### src/rtl/stack_cpu_pkg.sv
package stack_cpu_pkg;

    typedef enum logic [2:0] {
        S_IDLE,
        S_FETCH,
        S_ARG1,
        S_ARG2,
        S_EXEC
    } seq_state_t;

    typedef enum logic [3:0] {
        K_PUSHC, K_LOAD, K_STORE, K_ADD, K_MUL,
        K_INC, K_BLE, K_BLT, K_JMP, K_RET, K_BAD
    } op_kind_t;

    localparam logic [7:0] OPC_ADD = 8'h30;
    localparam logic [7:0] OPC_MUL = 8'h31;
    localparam logic [7:0] OPC_INC = 8'h40;
    localparam logic [7:0] OPC_BLE = 8'h50;
    localparam logic [7:0] OPC_BLT = 8'h51;
    localparam logic [7:0] OPC_JMP = 8'h52;
    localparam logic [7:0] OPC_RET = 8'h60;

    // need: entries that must be present; pop: entries removed; push: one entry added
    typedef struct packed {
        logic [1:0] need;
        logic [1:0] pop;
        logic       push;
    } stack_use_t;

    function automatic op_kind_t classify(input logic [7:0] b);
        op_kind_t k;
        if (b[7:3] == 5'b00010)       k = K_PUSHC;
        else if (b[7:2] == 6'b001000) k = K_LOAD;
        else if (b[7:2] == 6'b001001) k = K_STORE;
        else begin
            case (b)
                OPC_ADD: k = K_ADD;
                OPC_MUL: k = K_MUL;
                OPC_INC: k = K_INC;
                OPC_BLE: k = K_BLE;
                OPC_BLT: k = K_BLT;
                OPC_JMP: k = K_JMP;
                OPC_RET: k = K_RET;
                default: k = K_BAD;
            endcase
        end
        return k;
    endfunction

    function automatic logic is_long(input op_kind_t k);
        return (k == K_INC) || (k == K_BLE) || (k == K_BLT) || (k == K_JMP);
    endfunction

    function automatic stack_use_t stack_use(input op_kind_t k);
        stack_use_t u;
        case (k)
            K_PUSHC, K_LOAD: u = '{need: 2'd0, pop: 2'd0, push: 1'b1};
            K_STORE:         u = '{need: 2'd1, pop: 2'd1, push: 1'b0};
            K_ADD, K_MUL:    u = '{need: 2'd2, pop: 2'd2, push: 1'b1};
            K_BLE, K_BLT:    u = '{need: 2'd2, pop: 2'd2, push: 1'b0};
            K_RET:           u = '{need: 2'd1, pop: 2'd0, push: 1'b0};
            default:         u = '{need: 2'd0, pop: 2'd0, push: 1'b0};
        endcase
        return u;
    endfunction

endpackage

### src/rtl/stack_cpu_progmem.sv
module stack_cpu_progmem #(
    parameter int BYTES = 64,
    localparam int AW = $clog2(BYTES)
) (
    input  logic          clk,
    input  logic          we,
    input  logic [AW-1:0] waddr,
    input  logic [7:0]    wdata,
    input  logic [AW-1:0] raddr,
    output logic [7:0]    rdata
);
    logic [7:0] mem [BYTES];

    always_ff @(posedge clk) begin
        if (we) mem[waddr] <= wdata;
    end

    assign rdata = mem[raddr];
endmodule

### src/rtl/stack_cpu_locals.sv
module stack_cpu_locals #(
    parameter int DATA_W = 32,
    parameter int NUM_LOCALS = 4,
    localparam int LIDX_W = $clog2(NUM_LOCALS)
) (
    input  logic              clk,
    input  logic              rst,
    input  logic              we_ext,
    input  logic [LIDX_W-1:0] idx_ext,
    input  logic [DATA_W-1:0] data_ext,
    input  logic              we_exec,
    input  logic [LIDX_W-1:0] idx_exec,
    input  logic [DATA_W-1:0] data_exec,
    input  logic [LIDX_W-1:0] rd_idx,
    output logic [DATA_W-1:0] rd_data
);
    logic [DATA_W-1:0] regs [NUM_LOCALS];

    for (genvar i = 0; i < NUM_LOCALS; i++) begin : g_local
        always_ff @(posedge clk) begin
            if (rst)
                regs[i] <= '0;
            else if (we_exec && idx_exec == LIDX_W'(i))
                regs[i] <= data_exec;
            else if (we_ext && idx_ext == LIDX_W'(i))
                regs[i] <= data_ext;
        end
    end

    assign rd_data = regs[rd_idx];
endmodule

### src/rtl/stack_cpu_opstack.sv
module stack_cpu_opstack #(
    parameter int DATA_W = 32,
    parameter int DEPTH = 16,
    localparam int SP_W = $clog2(DEPTH + 1),
    localparam int IDX_W = $clog2(DEPTH)
) (
    input  logic              clk,
    input  logic              rst,
    input  logic              clear,
    input  logic [1:0]        pop_cnt,
    input  logic              push,
    input  logic [DATA_W-1:0] push_data,
    output logic [DATA_W-1:0] top,
    output logic [DATA_W-1:0] second,
    output logic [SP_W-1:0]   depth
);
    logic [DATA_W-1:0] mem [DEPTH];
    logic [SP_W-1:0]   sp;
    logic [SP_W-1:0]   base;
    logic [IDX_W-1:0]  i_top, i_sec, i_wr;

    assign base  = sp - SP_W'(pop_cnt);
    assign i_top = IDX_W'(sp - SP_W'(1));
    assign i_sec = IDX_W'(sp - SP_W'(2));
    assign i_wr  = IDX_W'(base);

    always_ff @(posedge clk) begin
        if (rst || clear)
            sp <= '0;
        else
            sp <= base + SP_W'(push);
    end

    always_ff @(posedge clk) begin
        if (!rst && !clear && push) mem[i_wr] <= push_data;
    end

    assign top    = mem[i_top];
    assign second = mem[i_sec];
    assign depth  = sp;
endmodule

### src/rtl/stack_cpu.sv
module stack_cpu
    import stack_cpu_pkg::*;
#(
    parameter int DATA_W = 32,
    parameter int STACK_DEPTH = 16,
    parameter int NUM_LOCALS = 4,
    parameter int PROG_BYTES = 64,
    localparam int AW = $clog2(PROG_BYTES),
    localparam int LIDX_W = $clog2(NUM_LOCALS),
    localparam int SP_W = $clog2(STACK_DEPTH + 1)
) (
    input  logic              clk,
    input  logic              rst,
    input  logic              prog_we,
    input  logic [AW-1:0]     prog_addr,
    input  logic [7:0]        prog_data,
    input  logic              local_we,
    input  logic [LIDX_W-1:0] local_idx,
    input  logic [DATA_W-1:0] local_data,
    input  logic              start,
    output logic              busy,
    output logic              done,
    output logic              error,
    output logic [DATA_W-1:0] result
);
    seq_state_t        state;
    logic [15:0]       pc, op_pc;
    logic [7:0]        ir, arg_hi, arg_lo;
    logic [7:0]        fetch_byte;
    op_kind_t          kind;
    stack_use_t        use_s;
    logic [DATA_W-1:0] st_top, st_sec, loc_rd;
    logic [SP_W-1:0]   sp_depth;
    logic [7:0]        lsel;
    logic              bad_local, underflow, overflow, fault, exec_ok, taken;
    logic [15:0]       target, next_pc;
    logic [DATA_W-1:0] push_val, loc_wval;
    logic              loc_we_exec;
    logic              launch;

    assign busy   = (state != S_IDLE);
    assign launch = (state == S_IDLE) && start;

    stack_cpu_progmem #(.BYTES(PROG_BYTES)) u_prog (
        .clk(clk), .we(prog_we && !busy), .waddr(prog_addr), .wdata(prog_data),
        .raddr(pc[AW-1:0]), .rdata(fetch_byte)
    );

    // decode of the held instruction
    assign kind  = classify(ir);
    assign use_s = stack_use(kind);
    assign lsel  = (kind == K_INC) ? arg_hi : {6'd0, ir[1:0]};

    assign bad_local = ((kind == K_LOAD) || (kind == K_STORE) || (kind == K_INC))
                       && (lsel >= 8'(NUM_LOCALS));
    assign underflow = (sp_depth < SP_W'(use_s.need));
    assign overflow  = use_s.push && (use_s.pop == 2'd0) && (sp_depth == SP_W'(STACK_DEPTH));
    assign fault     = (kind == K_BAD) || bad_local || underflow || overflow;
    assign exec_ok   = (state == S_EXEC) && !fault;

    assign target = op_pc + {arg_hi, arg_lo};
    assign taken  = (kind == K_BLE) ? ($signed(st_sec) <= $signed(st_top))
                                    : ($signed(st_sec) <  $signed(st_top));

    always_comb begin
        push_val = '0;
        case (kind)
            K_PUSHC: push_val = DATA_W'(ir[2:0]);
            K_LOAD:  push_val = loc_rd;
            K_ADD:   push_val = st_sec + st_top;
            K_MUL:   push_val = st_sec * st_top;
            default: push_val = '0;
        endcase
    end

    always_comb begin
        loc_we_exec = 1'b0;
        loc_wval    = st_top;
        if (kind == K_STORE) begin
            loc_we_exec = exec_ok;
        end else if (kind == K_INC) begin
            loc_we_exec = exec_ok;
            loc_wval    = loc_rd + {{(DATA_W-8){arg_lo[7]}}, arg_lo};
        end
    end

    always_comb begin
        next_pc = pc;
        if (kind == K_JMP) next_pc = target;
        else if (((kind == K_BLE) || (kind == K_BLT)) && taken) next_pc = target;
    end

    stack_cpu_locals #(.DATA_W(DATA_W), .NUM_LOCALS(NUM_LOCALS)) u_locals (
        .clk(clk), .rst(rst),
        .we_ext(local_we && !busy), .idx_ext(local_idx), .data_ext(local_data),
        .we_exec(loc_we_exec), .idx_exec(LIDX_W'(lsel)), .data_exec(loc_wval),
        .rd_idx(LIDX_W'(lsel)), .rd_data(loc_rd)
    );

    stack_cpu_opstack #(.DATA_W(DATA_W), .DEPTH(STACK_DEPTH)) u_stack (
        .clk(clk), .rst(rst), .clear(launch),
        .pop_cnt(exec_ok ? use_s.pop : 2'd0),
        .push(exec_ok && use_s.push), .push_data(push_val),
        .top(st_top), .second(st_sec), .depth(sp_depth)
    );

    always_ff @(posedge clk) begin
        if (rst) begin
            state  <= S_IDLE;
            pc     <= '0;
            op_pc  <= '0;
            ir     <= '0;
            arg_hi <= '0;
            arg_lo <= '0;
            done   <= 1'b0;
            error  <= 1'b0;
            result <= '0;
        end else begin
            case (state)
                S_IDLE: if (start) begin
                    state  <= S_FETCH;
                    pc     <= '0;
                    done   <= 1'b0;
                    error  <= 1'b0;
                    result <= '0;
                end
                S_FETCH: begin
                    ir    <= fetch_byte;
                    op_pc <= pc;
                    pc    <= pc + 16'd1;
                    state <= is_long(classify(fetch_byte)) ? S_ARG1 : S_EXEC;
                end
                S_ARG1: begin
                    arg_hi <= fetch_byte;
                    pc     <= pc + 16'd1;
                    state  <= S_ARG2;
                end
                S_ARG2: begin
                    arg_lo <= fetch_byte;
                    pc     <= pc + 16'd1;
                    state  <= S_EXEC;
                end
                S_EXEC: begin
                    if (fault) begin
                        error <= 1'b1;
                        done  <= 1'b1;
                        state <= S_IDLE;
                    end else if (kind == K_RET) begin
                        result <= st_top;
                        done   <= 1'b1;
                        state  <= S_IDLE;
                    end else begin
                        pc    <= next_pc;
                        state <= S_FETCH;
                    end
                end
                default: state <= S_IDLE;
            endcase
        end
    end
endmodule

### config.mk
export PLATFORM = sky130hd
export DESIGN_NAME = stack_cpu
export DESIGN_NICKNAME = d
export VERILOG_FILES = /design/src/rtl/stack_cpu_pkg.sv /design/src/rtl/stack_cpu_progmem.sv /design/src/rtl/stack_cpu_locals.sv /design/src/rtl/stack_cpu_opstack.sv /design/src/rtl/stack_cpu.sv
export SDC_FILE = /design/constraint.sdc
export NUM_CORES = 2
export LEC_CHECK = 0
export BUFFER_PORTS_ARGS = -buffer_cell sky130_fd_sc_hd__buf_2
export CAP_MARGIN = 20
export CORE_MARGIN = 4
export CORE_UTILIZATION = 56
export DETAILED_ROUTE_END_ITERATION = 16
export GPL_TIMING_DRIVEN = 0
export PLACE_DENSITY = 0.78
export REMOVE_ABC_BUFFERS = 1
export SKIP_LAST_GASP = 1
export SYNTH_ARGS = -nofsm -noshare
export SYNTH_HDL_FRONTEND = slang
export SYNTH_SLANG_ARGS = --single-unit
### constraint.sdc
create_clock -name clk -period 16.4 [get_ports clk]
set_clock_uncertainty 0.15 [all_clocks]
set_input_delay 2.46 -clock clk [delete_from_list [all_inputs] [get_ports clk]]
set_output_delay 2.46 -clock clk [all_outputs]
set_load 0.005 [all_outputs]
==> results.cfg <==
[sta]
final-hold-violation-count = 0
fin_hold_ws_ns = 0.308
worst_slack_ns = 2.64
tightest_slew_ns = 1.21
slew_viol_final = 0
setup_violations = 0
fmax_mhz = 72.7
rsz0062_at_grt = false
max_slew_margin = 0.196
finalCritPeriodShare = 0.839
min_period_ns = 13.76

[critical_path]
slowest_delay_ns = 0.78
reg2reg_to = u_stack.mem[12][30]$_DFFE_PP_
end_kind = flop
crit_fanout = 49
crit_cells = 34
critPathTopFamily = adder cells
r2r_start = u_stack.depth[1]$_SDFF_PP0_
cp.required_ns = 16.72
cp-endpoint = u_stack.mem[12][30]$_DFFE_PP_
slowest_stage = xor2_4
crit_type = flop to flop
start_kind = flop
critPathLaunch = u_stack.depth[1]$_SDFF_PP0_
rrSetupSlack_ns = 2.64
cp_num_buf_inv = 9
ff2ff_path_depth = 34
cp_common_cell = fa_1
cp.arrival_ns = 14.08

[power_and_ir_drop]
ir_drop_uv = 115
p_per_area_nw_per_um2 = 97.4
leakage_nw = 29.6
power.total_mw = 7.87

[flow_run]
max-cap-violations = 0

[clock_network]
cts_hold_buf = 0
clock_latency_ns = 0.78
ctsRootBufferMaster = clkbuf_16
post_cts_buffers = 0
clockBufferDepth = 3
cts_made_buffers = 120
worst_setup_hold_path_clk_slew_ns = 0.07
cts_resized = 0
h-tree-depth = 3
cts_tree = yes
cts_sinks = 1236

[yosys]
synth_top_area_share = 0.475
ys_types = 84
ys_seq_elements = 1236
synth_area_sq_um = 72800
ys.flop_type = edfxtp_1
async_flop_share = 0
ys_seq_area_frac = 0.498
ys_warn_count = 0
post_synth.cell_area_avg_sq_um = 13.9
synth.area.top_cells = edfxtp_1, mux4_2, fa_1, ha_1, nor2_1
synth_edf_count = 1152
synth_cells = 5254
synth_top_area_cell = edfxtp_1

[global_routing]
grt_overflow = 0
antenna_found_initial = 7
grt_pass1_wl_mm = 313
grt_max_degree = 81
grt_util_all_layers = 0.311
grt_pass1_vias = 49030

[floorplanning]
core_sq_um = 129000
die_area_sq_um = 136000
die_w_um = 369
start_util = 0.563
core.rowCount = 132
die_h_um = 369
io_pins = 88

[routing]
wl_mm = 214
first_pass_iters = 12
vias_per_cell = 6.68
ant_nets = 0
vias = 47841
drc = 0
drtIter0Drc = 6925
wl_per_cell_um = 29.9

[cells_and_area]
drive_above_1_share = 0.183
nNetsFinal = 6015
utilization = 0.624
syn_to_final_growth_pct = 10.9
n_fill_cell = 8952

[placement]
place_ws_ns = 3.14
routabilityCongestion = 0.968
hpwl_mm = 140
io_buffers = 87

[min_path]
hp-class = flop to flop

[run_status]
status = finished clean
per-layer routing:
layer  up-vias  global-route usage  wire length, um
met5         -                   0               33
met4         4               0.174            15000
met3       927              0.0900            26900
met2      3869               0.489           100000
met1     23894               0.392            71700
li1      19147                   -                -
tightest hold or removal path: stages (launching register included):
cell	delay [ns]
dfxtp_1	0.31
nand2_1	0.05
a21oi_1	0.05
how the worst min path moves through the flow:
stage	startpoint	end	slack, ns	cells after the start
finish	arg_hi[7]$_SDFFE_PP0P_	arg_hi[7]$_SDFFE_PP0P_	0.31	2
global route	op_pc[3]$_SDFFE_PP0P_	op_pc[3]$_SDFFE_PP0P_	0.33	2
CTS	arg_hi[3]$_SDFFE_PP0P_	arg_hi[3]$_SDFFE_PP0P_	0.30	2
detailed placement	arg_hi[3]$_SDFFE_PP0P_	arg_hi[3]$_SDFFE_PP0P_	0.30	2
global placement	arg_hi[5]$_SDFFE_PP0P_	arg_hi[5]$_SDFFE_PP0P_	0.29	2
floorplan	arg_hi[5]$_SDFFE_PP0P_	arg_hi[5]$_SDFFE_PP0P_	0.27	2
cell type report:
cell class / count / area, sq um / area share
antenna: 2 / 5.00 / 0.0000620
tap: 1742 / 2180 / 0.0270
inverter: 533 / 2000 / 0.0248
timing repair buffer: 212 / 2690 / 0.0333
clock buffer: 154 / 3300 / 0.0408
clock inverter: 71 / 774 / 0.00959
multi-input combinational: 3216 / 33500 / 0.415
sequential: 1236 / 36300 / 0.450
through the flow:
step                       TNS, ns  std cells  instance area [sq um]
final                            0       7166                  80700
after global routing             0       7164                  80700
after detailed placement         0       6928                  76400
after CTS                        0       7153                  80500
after global placement    -8121.72       6814                  74000
after floorplan           -2099.98       4985                  71400
cells in the final DEF, fill, tap and decap left out, types with 12 or more instances in the layout:
| cell type | instances |
|---|---|
| xor2_1 | 33 |
| clkbuf_1 | 22 |
| buf_8 | 12 |
| inv_1 | 512 |
| clkbuf_16 | 124 |
| buf_12 | 28 |
| nand2_1 | 522 |
| a22oi_1 | 53 |
| a22o_1 | 19 |
| clkinv_1 | 33 |
| and3_1 | 14 |
| inv_2 | 12 |
| o21a_1 | 14 |
| and2_1 | 23 |
| a21oi_1 | 144 |
| o21ai_1 | 21 |
| buf_2 | 86 |
| buf_16 | 37 |
| a21o_1 | 51 |
| o21bai_1 | 33 |
| mux2_2 | 34 |
| ha_1 | 229 |
| buf_6 | 37 |
| clkinv_2 | 21 |
| xnor2_1 | 108 |
| dfxtp_1 | 78 |
| o21ai_0 | 154 |
| mux2i_1 | 36 |
| nand3_1 | 44 |
| nor2_1 | 523 |
| nor2_4 | 16 |
| nor2b_1 | 21 |
| fa_1 | 412 |
| nor3_1 | 15 |
| edfxtp_1 | 1152 |
| o21ai_2 | 13 |
| mux4_2 | 470 |
| nand2b_1 | 28 |
Yosys cell counts (7+ instances only):
master,number
a211oi_1,7
a21boi_0,7
a21o_1,51
a21oi_1,146
a22o_1,19
a22oi_1,53
a31oi_1,11
and2_1,23
and3_1,14
buf_1,29
buf_2,35
buf_4,10
buf_6,25
clkbuf_1,159
clkinv_1,9
dfxtp_1,84
edfxtp_1,1152
fa_1,412
ha_1,231
inv_1,512
inv_2,12
mux2_2,34
mux2i_1,39
mux4_1,7
mux4_2,470
nand2_1,524
nand2b_1,28
nand3_1,44
nand4_1,7
nor2_1,539
nor2b_1,21
nor3_1,22
nor4_1,11
o21a_1,14
o21ai_0,173
o21ai_1,8
o21ai_2,12
o21bai_1,33
o22a_1,10
xnor2_1,109
xor2_1,34
power by group:
group | internal (mW) | switching [mW] | total, mW
Clock | 1.59 | 1.26 | 2.85
Combinational | 0.579 | 0.964 | 1.54
Sequential | 3.46 | 0.0170 | 3.48
Total | 5.63 | 2.24 | 7.87
flip-flops by register name (all words and copies together) (netlist names), named ones only:
name,cells
pc,6
u_stack.mem,512
u_prog.mem,512
arg_hi,8
error,1
ir,8
u_locals.regs,128
arg_lo,8
done,1
u_stack.depth,5
state,3
result,32
op_pc,6
cell families (layout without fill, tap and decap cells):
family | after synthesis | in the layout | share of synthesized area
other cells | 0 | 2 | 0
simple gates | 1273 | 1273 | 0.0725
buf+inv | 802 | 970 | 0.0465
xor+xnor | 150 | 150 | 0.0189
mux | 551 | 551 | 0.159
fa+ha+maj | 643 | 643 | 0.153
compound gates | 599 | 599 | 0.0520
flops | 1236 | 1236 | 0.498
Note: power is estimated with default switching activity, not from simulation.
